==> src/rtl/issue_select_pkg.sv <==
package issue_select_pkg;
  typedef enum logic {
    HALF_LOWER = 1'b0,
    HALF_UPPER = 1'b1
  } half_e;

  localparam int unsigned NUM_HALVES = 2;
endpackage

==> src/rtl/age_pick.sv <==
module age_pick #(
  parameter int unsigned N = 20
) (
  input  logic         clk_i,
  input  logic         rst_ni,
  input  logic [N-1:0] req_i,
  input  logic [N-1:0] excl_i,
  output logic [N-1:0] gnt_o
);
  localparam logic [N-1:0] ONE = {{(N-1){1'b0}}, 1'b1};

  logic [N-1:0] cand;
  logic         found;

  assign cand = req_i & ~excl_i;

  // lowest index = oldest
  always_comb begin
    gnt_o = '0;
    found = 1'b0;
    for (int i = 0; i < N; i++) begin
      if (cand[i] && !found) begin
        gnt_o[i] = 1'b1;
        found    = 1'b1;
      end
    end
  end

  p_onehot_r1: assert property (@(posedge clk_i) disable iff (!rst_ni)
    $onehot0(gnt_o));
  p_grant_valid_r2: assert property (@(posedge clk_i) disable iff (!rst_ni)
    (gnt_o & ~cand) == '0);
  p_oldest_r4: assert property (@(posedge clk_i) disable iff (!rst_ni)
    (gnt_o != '0) |-> (((gnt_o - ONE) & cand) == '0));
  p_work_r7: assert property (@(posedge clk_i) disable iff (!rst_ni)
    (cand != '0) |-> (gnt_o != '0));
endmodule

==> src/rtl/half_arb.sv <==
module half_arb #(
  parameter int unsigned N = 20
) (
  input  logic         clk_i,
  input  logic         rst_ni,
  input  logic [N-1:0] req0_i,
  input  logic [N-1:0] req1_i,
  output logic [N-1:0] gnt0_o,
  output logic [N-1:0] gnt1_o
);
  age_pick #(.N(N)) u_slot0 (
    .clk_i (clk_i),
    .rst_ni(rst_ni),
    .req_i (req0_i),
    .excl_i({N{1'b0}}),
    .gnt_o (gnt0_o)
  );

  // slot 1 skips the slot 0 winner
  age_pick #(.N(N)) u_slot1 (
    .clk_i (clk_i),
    .rst_ni(rst_ni),
    .req_i (req1_i),
    .excl_i(gnt0_o),
    .gnt_o (gnt1_o)
  );

  p_no_dual_r6: assert property (@(posedge clk_i) disable iff (!rst_ni)
    (gnt0_o & gnt1_o) == '0);
  p_slot1_flex_r5: assert property (@(posedge clk_i) disable iff (!rst_ni)
    ((req1_i & ~gnt0_o) != '0) |-> (gnt1_o != '0));
endmodule

==> src/rtl/issue_select.sv <==
module issue_select
  import issue_select_pkg::*;
#(
  parameter int unsigned N = 20
) (
  input  logic         clk_i,
  input  logic         rst_ni,
  input  logic [N-1:0] half_i,
  input  logic [N-1:0] req_u0_i,
  input  logic [N-1:0] req_u1_i,
  input  logic [N-1:0] req_l0_i,
  input  logic [N-1:0] req_l1_i,
  output logic [N-1:0] gnt_u0_o,
  output logic [N-1:0] gnt_u1_o,
  output logic [N-1:0] gnt_l0_o,
  output logic [N-1:0] gnt_l1_o
);
  logic [N-1:0] req0 [NUM_HALVES];
  logic [N-1:0] req1 [NUM_HALVES];
  logic [N-1:0] gnt0 [NUM_HALVES];
  logic [N-1:0] gnt1 [NUM_HALVES];

  for (genvar h = 0; h < NUM_HALVES; h++) begin : g_half
    logic [N-1:0] own;
    if (h == int'(HALF_UPPER)) begin : g_up
      assign own     = half_i;
      assign req0[h] = req_u0_i & own;
      assign req1[h] = req_u1_i & own;
    end else begin : g_lo
      assign own     = ~half_i;
      assign req0[h] = req_l0_i & own;
      assign req1[h] = req_l1_i & own;
    end

    half_arb #(.N(N)) u_arb (
      .clk_i (clk_i),
      .rst_ni(rst_ni),
      .req0_i(req0[h]),
      .req1_i(req1[h]),
      .gnt0_o(gnt0[h]),
      .gnt1_o(gnt1[h])
    );
  end

  assign gnt_u0_o = gnt0[int'(HALF_UPPER)];
  assign gnt_u1_o = gnt1[int'(HALF_UPPER)];
  assign gnt_l0_o = gnt0[int'(HALF_LOWER)];
  assign gnt_l1_o = gnt1[int'(HALF_LOWER)];

  p_half_upper_r3: assert property (@(posedge clk_i) disable iff (!rst_ni)
    ((gnt_u0_o | gnt_u1_o) & ~half_i) == '0);
  p_half_lower_r3: assert property (@(posedge clk_i) disable iff (!rst_ni)
    ((gnt_l0_o | gnt_l1_o) & half_i) == '0);
  p_max_four_r8: assert property (@(posedge clk_i) disable iff (!rst_ni)
    $countones({gnt_u0_o, gnt_u1_o, gnt_l0_o, gnt_l1_o}) <= 4);
  p_idle_r9: assert property (@(posedge clk_i) disable iff (!rst_ni)
    ({req_u0_i, req_u1_i, req_l0_i, req_l1_i} == '0) |->
    ({gnt_u0_o, gnt_u1_o, gnt_l0_o, gnt_l1_o} == '0));
endmodule

==> config.mk <==
export PLATFORM = sky130hd
export DESIGN_NAME = issue_select
export DESIGN_NICKNAME = d
export VERILOG_FILES = /design/src/rtl/issue_select_pkg.sv /design/src/rtl/age_pick.sv /design/src/rtl/half_arb.sv /design/src/rtl/issue_select.sv
export SDC_FILE = /design/constraint.sdc
export NUM_CORES = 1
export LEC_CHECK = 0
export BUFFER_PORTS_ARGS = -buffer_cell sky130_fd_sc_hd__buf_2
export CORE_ASPECT_RATIO = 2
export CORE_MARGIN = 4
export CORE_UTILIZATION = 43
export DETAILED_ROUTE_END_ITERATION = 12
export GPL_TIMING_DRIVEN = 0
export PLACE_DENSITY_LB_ADDON = 0.1
export SLEW_MARGIN = 5
export SYNTH_ARGS = -nofsm -noshare
export SYNTH_HDL_FRONTEND = slang
export SYNTH_HIERARCHICAL = 1
export SYNTH_SLANG_ARGS = --single-unit
export TNS_END_PERCENT = 50
==> constraint.sdc <==
create_clock -name vclk -period 3.05
set_clock_uncertainty 0.05 [all_clocks]
set_input_delay 0.1525 -clock vclk [all_inputs]
set_output_delay 0.1525 -clock vclk [all_outputs]
set_load 0.1 [all_outputs]
# ---- Yosys cells after proc, flatten, opt, wreduce, memory -nomap -nowiden
# Index checks and enable logic that the tools add are counted.
# W data, S select, Z words.
dict set report classes {
  n_mux 152
  reduce_logical 152
  n_bitwise 9
}
# cell count
set ops {}
lappend ops {{$mux W1} 152}
lappend ops {{$and A20 B20 Y20} 6}
lappend ops {{$logic_and A1 B1 Y1} 76}
lappend ops {{$logic_not A1 Y1} 76}
lappend ops {{$not A20 Y20} 3}
dict set report word_totals {
  output_inout_bits 80
  word_cells 313
  regBits 0
  in_bits 102
}

# ---- Depth between registers and ports, before layout
dict set report logic_depth {
  ltp_word 120
  ltp_mapped 9
  mapped_depth_nobuf 9
}

# ---- Cells and area by module
# The synthesis kept the hierarchy.
# mod seq_area_each_um2 area_per_inst_um2 instances cells_per_inst
set by_module_without_submodules {}
lappend by_module_without_submodules {age_pick 0.0 369.1 4 59}
lappend by_module_without_submodules {issue_select 0.0 500.5 1 80}
lappend by_module_without_submodules {half_arb 0.0 3.8 2 1}

# ---- Worst setup path before layout
# OpenSTA, ideal clock, no wires.
dict set report synth_path {
  kind {input port to output port}
  from {input port req_u0_i[0]}
  to {output port gnt_u1_o[10]}
  setup_slack_ns -3.915
  n_path_buf 0
  stages 7
  arrival_ns 6.763
  t_required_ns 2.847
  path_cell_list {and2_1 -> nor2b_4 -> nor4b_1 -> nand2b_1 -> and4b_2 -> nand3_2 -> nor3b_1}
}
dict set report synth_via {
  elab_chain_len 36
  elab_cells_between_ends 74
  classes_between {mux: 31; bitwise: 3; reduce/logical: 40}
}
# item line
set synth_rtl {}
lappend synth_rtl {{start, declared} issue_select.sv:9} ;# input logic [N-1:0] req_u0_i,
lappend synth_rtl {{$and A20 B20 Y20 (*)} issue_select.sv:27} ;# assign req0[h] = req_u0_i & own;
lappend synth_rtl {{$mux W1 (*)} age_pick.sv:22} ;# if (cand[i] && !found) begin
lappend synth_rtl {{via gnt_u0_o[0]} issue_select.sv:13} ;# output logic [N-1:0] gnt_u0_o,
lappend synth_rtl {{$logic_not A1 Y1} age_pick.sv:22}
lappend synth_rtl {{$logic_and A1 B1 Y1} age_pick.sv:22}
lappend synth_rtl {{$mux W1 (*)} age_pick.sv:22}
lappend synth_rtl {{$logic_not A1 Y1} age_pick.sv:22}
lappend synth_rtl {{$logic_and A1 B1 Y1} age_pick.sv:22}
lappend synth_rtl {{(+4 left out)} -}
lappend synth_rtl {{via gnt_u0_o[3]} issue_select.sv:13}
lappend synth_rtl {{(+17 left out)} -}
lappend synth_rtl {{$logic_and A1 B1 Y1} age_pick.sv:22}
lappend synth_rtl {{$mux W1 (*)} age_pick.sv:22}
lappend synth_rtl {{$logic_not A1 Y1} age_pick.sv:22}
lappend synth_rtl {{$logic_and A1 B1 Y1} age_pick.sv:22}
lappend synth_rtl {{$mux W1 (*)} age_pick.sv:22}
lappend synth_rtl {{$logic_not A1 Y1 (*)} age_pick.sv:22}
lappend synth_rtl {{$logic_and A1 B1 Y1 (*)} age_pick.sv:22}
lappend synth_rtl {{$mux W1 (*)} age_pick.sv:22}
lappend synth_rtl {{end, declared} issue_select.sv:14} ;# output logic [N-1:0] gnt_u1_o,
# Mark *: on every way through the listed nets, which the timed path passes. The rest lies on a longest branch.

==> Flow_metrics.wiki <==
{| class="wikitable"
! Metric !! Value
|-
| Antenna violations before repair || 0
|-
| Final worst setup slack || 143.9 ps
|-
| Area of all placed cells without fillers || 3867 um^2
|-
| Total standard cell area after synthesis || 1984 um^2
|-
| Arrival time of the worst setup path || 2700 ps
|-
| Library cell occupying the most area in the post-synthesis netlist || nor2b_1
|-
| Area post-placement || 3847 um^2
|-
| Aggregate routed wire length || 8814 um
|-
| Yosys synthesis warning count || 6
|-
| Class of the tightest hold or removal check || input pin to output pin
|-
| Number of setup buffers added after CTS || 0
|-
| Most frequently used cell type in the post-synthesis netlist || nor2b_1
|-
| Synth Area per Inst || 6.240 um^2
|-
| Fin crit period || 2906 ps
|-
| Vertical die dimension || 104.1 um
|-
| Iteration-0 DRC Markers || 90
|-
| Sequential-to-total area share from yosys stat || 0%
|-
| Clock buffer instance count of the final layout || 0
|-
| Max-Cap Viols || 0
|-
| Fraction of final layout cells with drive strength greater than 1 || 53.16%
|-
| Worst Min Path Start || half_i[3]
|-
| Final hold slack || 858.1 ps
|-
| Number of sequential cells || 0
|-
| Element type at the critical path start || input pin
|-
| Relative slew slack || 65.81%
|-
| Critical path buffers and inverters || 2
|-
| Result of the run || complete, no violations
|-
| Tot Pwr || 660.5 uW
|-
| Yosys top cell area share || 18.92%
|-
| Most numerous cell types in the synthesized netlist || nor2b_1 (60), nand2b_1 (56), and2_1 (40)
|-
| Number of placed instances, taps included || 592
|-
| CP top delay family || simple AND/OR/NAND/NOR gates
|-
| Number of instances in the synthesized netlist || 318
|-
| Kind of critical path || input pin to output pin
|-
| Leak || 0.001955 uW
|-
| Area taken by multi-input logic gates || 2869 um^2
|-
| Final critical-path share of the clock period || 95.28%
|-
| First element of the critical path || req_l0_i[0]
|-
| Std cell rows || 34
|-
| Final HPWL DP || 8045 um
|-
| Total gr overflow || 0
|-
| Largest net degree at the start of global routing || 9
|-
| Cell count of the worst hold path || 5
|-
| Die X || 56.04 um
|-
| Cells along the critical path || buf_2 -> nor2b_1 -> nor2b_4 -> and4b_2 -> nand3_2 -> nor3b_4 -> nand2b_1 -> and3_1 -> nand4bb_4 -> nor3_4 -> buf_2
|-
| Top-level port count || 182
|-
| Sort of element at the end of the critical path || output pin
|-
| Largest cells by area after synthesis || nor2b_1 (19%), nand2b_1 (18%), and2_1 (13%)
|-
| Post-detailed-route count of antenna-violating nets || 0
|-
| Timing-limited maximum frequency || 0.3441 GHz
|-
| Cell depth of the worst setup path || 11
|-
| Worst EP required || 2850 ps
|-
| Count of non-filler cells in the finished layout || 592
|-
| Peak ir drop on the vdd network || 226.7 uV
|-
| Length of the first detailed-routing pass in iterations || 5
|-
| Initial cell density of the core || 44.85%
|-
| Most numerous cell on the critical path || buf_2
|-
| Setup slack after placement || 88.33 ps
|-
| Number of vias per cell || 5.093
|-
| Growth of design area from synthesis to finish || 94.89%
|-
| Overall die area || 5832 um^2
|-
| Post-route DRC || 0
|-
| Setup-failing EPs final || 0
|-
| Actual transition at the worst max-transition pin || 516.4 ps
|-
| Routed wire length per instance || 14.89 um
|-
| First-pass GRT wire length || 14430 um
|-
| Register area || 0 um^2
|-
| Tot GR Track Use || 29.67%
|-
| Final hold violation count || 0
|-
| Number of buffer cells added on primary ports || 180
|-
| Final Net Count || 642
|-
| Number of global-route vias before repair || 3247
|-
| Standard cell with the maximum stage delay on the critical path || buf_2
|-
| Core region area || 4424 um^2
|-
| Pins over their slew limit || 0
|-
| Vias || 3015
|-
| Ratio of total power to cell area || 170.8 nW/um^2
|-
| Final GP Congestion || 0.8929
|-
| Critical Path Max Stage Delay || 450 ps
|-
| Fill count || 276
|-
| Largest fanout on the critical path || 6
|-
| Count of distinct cell types in the synthesized netlist || 21
|-
| Antenna diode count || 0
|}
[cells by family after synthesis]
logic type      share of synthesized area (%)
simple gates                            97.86
other cells                            0.3785
compound gates                          1.009
buf+inv                                0.7564
[path summary, 6_finish.rpt]
check	slack (ps)	to
hold / removal	860	gnt_l1_o[3]
setup / recovery	140	gnt_l1_o[18]
[metal layers]
layer,track usage (%),wire [um],vias up
met2,63.40,5245,151
met1,25.62,2551,1363
met3,4.472,680,25
met5,0,0,-
met4,10.19,336,0
li1,-,-,1476
[power by group]
part	internal, uW	switching, uW	leakage, uW
clock	0	0	0
combinational	197	464	0.00195
sequential	0	0	0
total	197	464	0.00195
[final cells by class]
cell class | instances | share of cell area, %
inverters | 4 | 0.3882
multi-input cells | 354 | 74.18
well taps | 54 | 1.747
repair buffers | 180 | 23.68
[repair_timing]
item | CTS | global route
hold buffers | 0 | 0
gates resized for setup | 0 | 7
endpoints found under the setup margin | 0 | 7
[placed cells by master, fill, tap and decap left out, types with 6 or more instances in the layout]
cell type / count
buf_2: 174
nor2b_1: 57
nand2b_1: 51
conb_1: 42
and2_1: 39
nand2_1: 31
nor3_4: 27
nor2_2: 12
nor3_2: 9
nor4b_4: 8
nor3b_4: 8
nand3_4: 7
nor2_1: 6
nor2_4: 6
clkbuf_4: 6
[tightest hold or removal path: cells and delay by family]
kind | cells | cell delay [ps]
simple gates | 3 | 200
buf+inv | 2 | 390
[metrics by stage]
stage | TNS, ps | utilization [%]
after floorplan | -19090 | -
after global placement | 0 | 86.96
after detailed placement | 0 | 86.96
after CTS | 0 | 86.96
after global routing | -15.17 | 87.42
final | 0 | 87.42
Note: power is estimated with default switching activity, not from simulation.
